**src/rtl/strap_pkg.sv**
```systemverilog
// Package: shared select-code encoding for the strap/indicator controller.
// Assumes: 3-bit select field per pad; code 7 means "never active".
package strap_pkg;
    localparam int SEL_W = 3;
    localparam int NUM_SRC = 7;

    typedef enum logic [SEL_W-1:0] {
        SRC_LINK   = 3'd0,
        SRC_ACT    = 3'd1,
        SRC_TX     = 3'd2,
        SRC_RX     = 3'd3,
        SRC_COL    = 3'd4,
        SRC_SPEED  = 3'd5,
        SRC_DUPLEX = 3'd6,
        SRC_OFF    = 3'd7
    } led_src_e;
endpackage

```
**src/rtl/strap_capture.sv**
```systemverilog
// Module: strap_capture
// Latches the pad levels once, on the first rising edge where the hardware
// reset is inactive, and raises a done flag. Only hw_rst_n clears it.
// Assumes: hw_rst_n is already synchronized to clk.
module strap_capture #(
    parameter int NUM_PADS = 5
) (
    input  logic                clk,
    input  logic                hw_rst_n,
    input  logic [NUM_PADS-1:0] pad_in,
    output logic [NUM_PADS-1:0] strap_q,
    output logic                done_q
);

    // Capture straps once after hardware reset release, then hold.
    always_ff @(posedge clk) begin
        if (!hw_rst_n) begin
            strap_q <= '0;
            done_q  <= 1'b0;
        end else if (!done_q) begin
            strap_q <= pad_in;
            done_q  <= 1'b1;
        end
    end

    AST_CAPTURE_FROM_PAD: assert property (@(posedge clk) disable iff (!hw_rst_n)
        $rose(done_q) |-> strap_q == $past(pad_in));

    AST_STRAP_HOLD: assert property (@(posedge clk) disable iff (!hw_rst_n)
        ($past(done_q) && $past(hw_rst_n)) |-> $stable(strap_q));

endmodule

```
**src/rtl/pulse_stretch.sv**
```systemverilog
// Module: pulse_stretch
// Holds a short event active for STRETCH_CYC cycles after its last sampled
// high, so that a brief event stays visible on an indicator.
// Assumes: rst_n is synchronous and active low; STRETCH_CYC >= 1.
module pulse_stretch #(
    parameter int STRETCH_CYC = 16
) (
    input  logic clk,
    input  logic rst_n,
    input  logic pulse_in,
    output logic held_out
);
    localparam int CW = $clog2(STRETCH_CYC + 1);

    logic [CW-1:0] cnt_q;

    // Reload on each event, otherwise count down to zero.
    always_ff @(posedge clk) begin
        if (!rst_n)
            cnt_q <= '0;
        else if (pulse_in)
            cnt_q <= CW'(STRETCH_CYC);
        else if (cnt_q != '0)
            cnt_q <= cnt_q - 1'b1;
    end

    // Output is the live event or any remaining hold time.
    always_comb held_out = pulse_in | (cnt_q != '0);

    AST_STRETCH_MIN: assert property (@(posedge clk) disable iff (!rst_n)
        ($fell(pulse_in) && $past(rst_n)) |-> held_out);

endmodule

```
**src/rtl/led_src_mux.sv**
```systemverilog
// Module: led_src_mux
// Selects one status condition for a pad from its 3-bit select code.
// Assumes: src bit order matches the led_src_e code values 0..6.
module led_src_mux
    import strap_pkg::*;
(
    input  logic [SEL_W-1:0]   sel,
    input  logic [NUM_SRC-1:0] src,
    output logic               led_on
);
    // Decode the select code; the off code is never active.
    always_comb begin
        unique case (led_src_e'(sel))
            SRC_LINK:   led_on = src[0];
            SRC_ACT:    led_on = src[1];
            SRC_TX:     led_on = src[2];
            SRC_RX:     led_on = src[3];
            SRC_COL:    led_on = src[4];
            SRC_SPEED:  led_on = src[5];
            SRC_DUPLEX: led_on = src[6];
            default:    led_on = 1'b0;
        endcase
    end
endmodule

```
**src/rtl/strap_led_ctrl.sv**
```systemverilog
// Module: strap_led_ctrl (top)
// Owns the shared strap/indicator pads. It samples the straps at hardware
// reset exit, then enables the drivers and shows each pad's selected status
// with a polarity opposite to its own strap level.
// Assumes: both resets are synchronous to clk and active low.
module strap_led_ctrl
    import strap_pkg::*;
#(
    parameter int NUM_PADS    = 5,
    parameter int STRETCH_CYC = 16,
    parameter logic [NUM_PADS*SEL_W-1:0] DEF_SEL = {3'd6, 3'd3, 3'd2, 3'd1, 3'd0}
) (
    input  logic                      clk,
    input  logic                      hw_rst_n,
    input  logic                      sw_rst_n,
    input  logic [NUM_PADS-1:0]       pad_in,
    output logic [NUM_PADS-1:0]       pad_out,
    output logic [NUM_PADS-1:0]       pad_oe,
    output logic [NUM_PADS-1:0]       mgmt_addr,
    input  logic                      cfg_we,
    input  logic [NUM_PADS*SEL_W-1:0] cfg_sel,
    input  logic                      st_link,
    input  logic                      st_act,
    input  logic                      st_tx,
    input  logic                      st_rx,
    input  logic                      st_col,
    input  logic                      st_speed,
    input  logic                      st_duplex
);
    localparam int NUM_STRETCH = 3;

    logic [NUM_PADS-1:0]       strap_q;
    logic                      done_q;
    logic [NUM_PADS*SEL_W-1:0] sel_q;
    logic                      ctl_rst_n;
    logic [NUM_STRETCH-1:0]    raw_evt;
    logic [NUM_STRETCH-1:0]    held_evt;
    logic [NUM_SRC-1:0]        src;
    logic [NUM_PADS-1:0]       led_on;
    logic [NUM_PADS-1:0]       active;

    strap_capture #(.NUM_PADS(NUM_PADS)) u_cap (
        .clk      (clk),
        .hw_rst_n (hw_rst_n),
        .pad_in   (pad_in),
        .strap_q  (strap_q),
        .done_q   (done_q)
    );

    // Either reset returns the control state to its defaults.
    always_comb ctl_rst_n = hw_rst_n & sw_rst_n;

    // Select register: reset to defaults, loaded by write strobe.
    always_ff @(posedge clk) begin
        if (!ctl_rst_n)
            sel_q <= DEF_SEL;
        else if (cfg_we)
            sel_q <= cfg_sel;
    end

    // Group the events that need stretching.
    always_comb raw_evt = {st_rx, st_tx, st_act};

    for (genvar s = 0; s < NUM_STRETCH; s++) begin : g_str
        pulse_stretch #(.STRETCH_CYC(STRETCH_CYC)) u_str (
            .clk      (clk),
            .rst_n    (ctl_rst_n),
            .pulse_in (raw_evt[s]),
            .held_out (held_evt[s])
        );
    end

    // Source vector ordered by select code.
    always_comb src = {st_duplex, st_speed, st_col, held_evt[2], held_evt[1], held_evt[0], st_link};

    for (genvar p = 0; p < NUM_PADS; p++) begin : g_pad
        led_src_mux u_mux (
            .sel    (sel_q[p*SEL_W +: SEL_W]),
            .src    (src),
            .led_on (led_on[p])
        );
    end

    // Software reset forces every indicator inactive.
    always_comb active = led_on & {NUM_PADS{sw_rst_n}};

    // Drivers only after capture and never during hardware reset.
    always_comb pad_oe = {NUM_PADS{hw_rst_n & done_q}};

    // Per-pad polarity: asserted level is the inverse of the strap.
    always_comb pad_out = strap_q ^ active;

    always_comb mgmt_addr = strap_q;

    AST_OE_AFTER_CAPTURE: assert property (@(posedge clk) disable iff (!hw_rst_n)
        $past(hw_rst_n) |-> &pad_oe);

    AST_SWRST_IDLE_LEVEL: assert property (@(posedge clk) disable iff (!hw_rst_n)
        (!sw_rst_n && $past(hw_rst_n)) |-> (pad_out == mgmt_addr && &pad_oe));

    AST_NO_DRIVE_IN_RESET: assert property (@(posedge clk)
        !hw_rst_n |-> pad_oe == '0);

endmodule

```
**config.mk**
```make
export PLATFORM = sky130hd
export DESIGN_NAME = strap_led_ctrl
export DESIGN_NICKNAME = d
export VERILOG_FILES = /design/src/rtl/strap_pkg.sv /design/src/rtl/strap_capture.sv /design/src/rtl/pulse_stretch.sv /design/src/rtl/led_src_mux.sv /design/src/rtl/strap_led_ctrl.sv
export SDC_FILE = /design/constraint.sdc
export NUM_CORES = 1
export LEC_CHECK = 0
export BUFFER_PORTS_ARGS = -buffer_cell sky130_fd_sc_hd__clkbuf_2
export CORE_UTILIZATION = 48
export DETAILED_ROUTE_END_ITERATION = 12
export PLACE_DENSITY = 0.78
export SYNTH_ARGS = -nofsm -noshare
export SYNTH_HDL_FRONTEND = slang
export SYNTH_SLANG_ARGS = --single-unit
```
**constraint.sdc**
```tcl
create_clock -name clk -period 1.85 [get_ports clk]
set_input_delay 0.0925 -clock clk [delete_from_list [all_inputs] [get_ports clk]]
set_output_delay 0.0925 -clock clk [all_outputs]
set_load 0.005 [all_outputs]
```
==> results of run 1 <==
[per-layer routing]
layer | part of all wire | track usage | routed length, um
met1 | 0.43 | 0.2845 | 2140
met2 | 0.49 | 0.3802 | 2430
met3 | 0.070 | 0.05903 | 349
met4 | 0.018 | 0.1250 | 89
met5 | 0 | 0 | 0
[kinds of logic (layout without fill, tap and decap cells)]
kind of cell / count (synthesis) / after routing / synth area share
adders and majority gates: 6 / 6 / 0.03899
buffers and inverters: 34 / 97 / 0.07602
and+or+nand+nor: 71 / 71 / 0.1839
AOI/OAI and AO/OA: 37 / 37 / 0.1475
DFF: 36 / 36 / 0.3743
muxes: 22 / 22 / 0.1157
xor gates and xnor gates: 14 / 14 / 0.06368
[how the worst max path moves through the flow]
| stage | from | end | slack, ns | cells after the start |
|---|---|---|---|---|
| 2_1_floorplan | g_str[0].u_str.cnt_q[0] | pad_out[0] | 0.08 | 7 |
| 3_3_place_gp | g_str[0].u_str.cnt_q[0] | pad_out[1] | -0.18 | 7 |
| 3_5_place_dp | g_str[0].u_str.cnt_q[0] | pad_out[1] | -0.20 | 7 |
| 4_1_cts | g_str[0].u_str.cnt_q[0] | pad_out[4] | -0.31 | 7 |
| 5_1_grt | g_str[1].u_str.cnt_q[0] | pad_out[1] | -0.40 | 7 |
| 6_report | g_str[1].u_str.cnt_q[0] | pad_out[1] | -0.33 | 7 |
[power by group]
group	internal (mW)	switching, mW	total (mW)	leakage (nW)
registers	0.806	0.0353	0.841	0.296
logic	0.184	0.192	0.376	0.820
clock network	0.400	0.282	0.682	0.0552
[state kept, by name, indices dropped and copies added (netlist names)]
register,count
g_str.u_str.cnt_q,15
sel_q,15
u_cap.strap_q,5
u_cap.done_q,1
[layout make-up]
| type | count | area (um^2) |
|---|---|---|
| multi-input cells | 150 | 1231 |
| fillers | 313 | 1142 |
| flip-flops and latches | 36 | 725.7 |
| repair buffers | 68 | 397.9 |
| inverters | 21 | 78.83 |
| clock buffers | 6 | 72.57 |
| well taps | 48 | 60.06 |
| clock inverters | 2 | 35.03 |
[placed cells by master, fill, tap and decap left out, drive strengths merged, types with 3 or more instances in the layout]
cell,netlist,final
nor2,29,29
dfxtp,36,36
a21oi,3,3
or4b,3,3
o211ai,6,6
nor3,6,6
nor2b,5,5
a2111oi,3,3
ha,6,6
o311ai,10,10
nand2,13,13
buf,9,25
clkbuf,4,49
mux2i,20,20
xnor2,9,9
nand3,3,3
xor2,5,5
or2,5,5
o31ai,3,3
o31a,3,3
a31oi,7,7
inv,21,21
nand4b,3,3
[worst max-delay path: stages, from the launching register on]
cell      delay [ns]
dfxtp_2         0.32
inv_2           0.08
ha_4            0.13
or4b_4          0.52
o311ai_4        0.30
a31oi_2         0.15
xor2_1          0.16
buf_2           0.13
[timing repair]
| item | CTS | global route |
|---|---|---|
| gates resized for setup | 26 | 21 |
| endpoints found under the hold margin | 0 | 0 |
| pin swaps | 7 | 9 |
| buffers inserted | 0 | 3 |
| setup endpoints to repair | 6 | 7 |
==> impl_metrics.tcl, run 1 <==
set metrics [dict create \
    grt_overflow 0 \
    drt-vias-per-instance 5.538 \
    cts_buffer_depth 2 \
    final-hold-violation-count 0 \
    grt_usage 0.2351 \
    drive_above_1_share 0.3922 \
    synth-edff-count 0 \
    violations "setup timing" \
    fp.dieW_um 65.34 \
    hold_depth 3 \
    finalSetupViolations 5 \
    hold_start "cfg_sel[13]" \
    synth_nets 257 \
    ir_drop_mv 0.5276 \
    synth_common_cells "dfxtp_1 (36), nor2_1 (29), inv_1 (21)" \
    end_kind "output port" \
    postSynth.asyncResetShare 0 \
    r2r-start "g_str[2].u_str.cnt_q[0]" \
    finish.utilization 0.6949 \
    route.detailed.drc 0 \
    grt_pass1_vias 1705 \
    port_buffers 45 \
    setup_tns_ns -1.552 \
    synth.cell_area_mm2 0.001926 \
    ios 46 \
    place_area_mm2 0.002293 \
    slew-limit-headroom 0.6657 \
    min_path_type "input pin to flip-flop" \
    h-tree-depth 2 \
    row_count 22 \
    initial_utilization 0.5144 \
    r2r_slack_ns 0.09 \
    cp.arrival_ns 2.08 \
    tightestPinTransition_ns 0.5015 \
    p_leak_nw 1.171 \
    status "finished, violations left" \
    whs_ns 0.01214 \
    cts_tree "built" \
    ys_warn_count 0 \
    power_density_mw_per_mm2 730.1 \
    nets 319 \
    path_clk_slew_ns 0.07 \
    dieArea_mm2 0.004269 \
    synth_top_area_share 0.3743 \
    start_kind "flip-flop" \
    antenna_found_initial 0 \
    hold_buffers 0 \
    netlist_instances 220 \
    dp_cells 320 \
    ys_seq_area_frac 0.3743 \
    synth-seq-cells 36 \
    diodes 0 \
    cts.root.buffer_cell "clkbuf_8" \
    instances_no_fill 331 \
    fin_area_mm2 0.002601 \
    synth.top_cells.by_area "dfxtp_1 (37%), mux2i_1 (10%), nor2_1 (5.7%), o311ai_0 (4.5%), inv_1 (4.1%)" \
    yosys.cell_count.top_type "dfxtp_1" \
    die_h_um 65.34 \
    cts_sinks 36 \
    dpl.hpwl_mm 3.311 \
    core_area_mm2 0.003744 \
    clock_skew_ns 0.004718 \
    ys_types 29 \
    wire_per_inst_um 15.14 \
    grt_max_degree 22 \
    routed_wl_mm 5.010 \
    crit_fanout 6 \
    ant_nets 0 \
    holdPathEnd "sel_q[13]" \
    fmax_mhz 459.3 \
    avgSynthCellArea_um2 8.753 \
    rr_worst_depth 5 \
    drv_slew 0 \
    ys.flop_type "dfxtp_1" \
    total_power_mw 1.899 \
    vias 1833 \
    dr.pass1.iters 4 \
    worstPathRequired_ns 1.76 \
    synth_top_cell_by_area "dfxtp_1" \
    rsz0062_at_grt "yes" \
    cts_buffers 5 \
    setup_ws_ns -0.3272 \
    period_share 1.177 \
    worstSkewPairLatency_ns 0.30 \
    timing.rr.end "g_str[2].u_str.cnt_q[1]" \
    area_growth_syn_to_layout_pct 35.09 \
    cap_violations 0 \
    period_minus_slack_ns 2.177 \
    detailedPlace.worstSlack_ns -0.1976 \
    critical_path_class "flip-flop to output port" \
    drt_iter0_drc 145 \
    globalplace.congestion 0.8828 \
    grt_pass1_wl_mm 7.610 \
]
No activity file was read; power rests on OpenSTA's default activity.
==> run 2: changes to the inputs <==
--- a/config.mk
+++ b/config.mk
@@ -6,9 +6,11 @@
 export NUM_CORES = 1
 export LEC_CHECK = 0
 export BUFFER_PORTS_ARGS = -buffer_cell sky130_fd_sc_hd__clkbuf_2
-export CORE_UTILIZATION = 48
+export CAP_MARGIN = 0
+export CORE_UTILIZATION = 47
 export DETAILED_ROUTE_END_ITERATION = 12
-export PLACE_DENSITY = 0.78
+export PLACE_DENSITY = 0.77
 export SYNTH_ARGS = -nofsm -noshare
 export SYNTH_HDL_FRONTEND = slang
+export SYNTH_HIERARCHICAL = 1
 export SYNTH_SLANG_ARGS = --single-unit
==> run 2 against run 1 <==
  * The run still ends with setup timing left
  * Design area decreased by 7.7%
  * Via count down 21%
  * Total power shrank 7.4%
  * Fmax shrank 19%
  * Largest cell class unchanged
  * Final cell count is 11% lower
  * Critical endpoint unchanged
  * Global-route usage down 3.4 points
  * Sequential cell count unchanged
  * Count of clock-buffer cells in the layout grew 1
==> impl_metrics.tcl, run 2 <==
set metrics [dict create \
    cp_slowest_cell "or4b_4" \
    holdPathEnd "sel_q[13]" \
    setup_ws_ns -0.8487 \
    ys_seq_area_frac 0.3953 \
    row_count 22 \
    port_buffers 45 \
    ant_nets 0 \
    synth_top_cell_by_area "dfxtp_1" \
    cts_sinks 36 \
    cp.arrival_ns 2.61 \
    dr.pass1.iters 4 \
    dp_cells 284 \
    r2r-start "g_str[0].u_str/cnt_q[0]" \
    hold_depth 3 \
    initial_utilization 0.4942 \
    status "finished, violations left" \
    drive_above_1_share 0.4756 \
    drt-vias-per-instance 4.949 \
    globalplace.congestion 0.7948 \
    cap_violations 0 \
    rsz0062_at_grt "yes" \
    postSynth.asyncResetShare 0 \
    fp.dieW_um 64.28 \
    synth-edff-count 0 \
    antenna_found_initial 0 \
    mostFrequentLayoutCells "clkbuf_2 (41), dfxtp_1 (30), mux2i_1 (25), nor2_1 (24), buf_4 (22)" \
    worst-path-stages 9 \
    place_area_mm2 0.002250 \
    p_leak_nw 1.086 \
    ys_warn_count 6 \
    reg_top3 "g_str.u_str/cnt_q x15, sel_q x15, u_cap/strap_q x5" \
    slew-limit-headroom 0.6674 \
    crit_fanout 5 \
    critPathTopFamily "simple AND/OR/NAND/NOR gates" \
    drt_iter0_drc 59 \
    drv_slew 0 \
    die_h_um 64.28 \
    ir_drop_mv 0.4633 \
    dieArea_mm2 0.004132 \
    cts_tree "built" \
    layout.cells.most_common "clkbuf_2" \
    ys.flop_type "dfxtp_1" \
    worstPathRequired_ns 1.76 \
    path_cells "inv_2 > ha_4 > or4b_4 > or2_4 > mux4_2 > mux2_4 > nand2_4 > xnor2_2 > buf_2" \
    synth-seq-cells 36 \
    diodes 0 \
    ios 46 \
    avgSynthCellArea_um2 10.24 \
    path_clk_slew_ns 0.07 \
    cts_buffer_depth 2 \
    timing.rr.end "g_str[0].u_str/cnt_q[2]" \
    violations "setup timing" \
    hold_start "cfg_sel[13]" \
    grt_overflow 0 \
    core_area_mm2 0.003689 \
    worstSkewPairLatency_ns 0.28 \
    rr_worst_depth 7 \
    synth.top_cells.by_area "dfxtp_1 (40%), mux2i_1 (14%), xnor2_1 (6.7%), mux4_2 (6.2%), nor2_1 (4.9%)" \
    routed_wl_mm 3.795 \
    dpl.hpwl_mm 2.859 \
    total_power_mw 1.758 \
    grt_max_degree 16 \
    synth.cell_area_mm2 0.001823 \
    instances_no_fill 294 \
    min_path_type "input pin to flip-flop" \
    vias 1455 \
    wire_per_inst_um 12.91 \
    yosys.cell_count.top_type "dfxtp_1" \
    ys_types 25 \
    cts.root.buffer_cell "clkbuf_8" \
    final-hold-violation-count 0 \
    power_density_mw_per_mm2 732.2 \
    route.detailed.drc 0 \
    end_kind "output port" \
    fin_area_mm2 0.002401 \
    period_share 1.459 \
    h-tree-depth 2 \
    hold_buffers 0 \
    critical_path_class "flip-flop to output port" \
    grt_pass1_vias 1407 \
    fmax_mhz 370.5 \
    finalSetupViolations 5 \
    clock_skew_ns 0.001862 \
    grt_usage 0.2006 \
    max_stage_delay_ns 0.46 \
    grt_pass1_wl_mm 6.285 \
    r2r_slack_ns 0.27 \
    tightestPinTransition_ns 0.4990 \
    cts_buffers 5 \
    netlist_instances 178 \
    synth_top_area_share 0.3953 \
    start_kind "flip-flop" \
    synth_common_cells "dfxtp_1 (36), mux2i_1 (25), nor2_1 (24)" \
    setup_tns_ns -4.078 \
    synth_nets 212 \
    crit_buf_inv 2 \
    area_growth_syn_to_layout_pct 31.71 \
    nets 279 \
    period_minus_slack_ns 2.699 \
]
[run 2: how the worst max path moves through the flow]
stage,from,to,slack (ns)
final,g_str[0].u_str/cnt_q[0],pad_out[1],-0.85
after floorplan,g_str[2].u_str/cnt_q[1],pad_out[0],-0.41
after global placement,g_str[2].u_str/cnt_q[1],pad_out[1],-0.51
after global routing,g_str[0].u_str/cnt_q[0],pad_out[1],-0.91
after CTS,g_str[2].u_str/cnt_q[0],pad_out[3],-0.83
after detailed placement,g_str[1].u_str/cnt_q[1],pad_out[3],-0.55
[run 2: per-stage QoR]
stage | setup slack, ns | utilization | hold slack, ns
final | -0.8487 | 0.6510 | 0.02302
after detailed placement | -0.5546 | 0.6099 | 0.3159
after CTS | -0.8329 | 0.6391 | 0.01751
after global placement | -0.5131 | 0.6099 | 0.3044
after global routing | -0.9102 | 0.6510 | 0.02543
after floorplan | -0.4108 | - | 0.1202
[run 2: worst min-delay path: cells and delay by family]
kind / cells / cell delay [ns]
simple gates: 1 / 0.06
buf+inv: 1 / 0.08
mux: 1 / 0.05
[run 2: cell type report]
| class | count | area, um^2 |
|---|---|---|
| clock inverters | 1 | 7.507 |
| multi-input cells | 128 | 1102 |
| inverters | 7 | 26.28 |
| fillers | 317 | 1287 |
| well taps | 48 | 60.06 |
| clock buffers | 7 | 86.33 |
| flip-flops and latches | 36 | 728.2 |
| repair buffers | 67 | 390.4 |
[run 2: report_power, final]
part	internal [mW]	leakage [nW]	switching, mW
Clock	0.302	0.0445	0.270
Sequential	0.804	0.297	0.0273
Combinational	0.207	0.744	0.148
[run 2: what timing repair did]
| item | CTS | global route |
|---|---|---|
| resized for setup | 5 | 9 |
| setup endpoints to repair | 5 | 5 |
| setup buffers | 0 | 2 |
| pin swaps | 6 | 4 |
[run 2: cells by family after synthesis]
group           count (synthesis)  synth area share
xor+xnor                       14           0.06726
mux                            35            0.2299
fa+ha+maj                       3           0.02059
buf+inv                        14           0.05422
flops                          36            0.3953
compound gates                 14           0.06246
simple gates                   62            0.1702
[run 2: metal layers]
metal  wire length [um]  vias up  GRT usage  part of all wire
met1               1621      676     0.2320              0.43
met3                143        6    0.04464             0.038
li1                   -      740          -                 -
met2               1965       33     0.3566              0.52
met5                  0        -          0                 0
met4                 64        0    0.07500             0.017
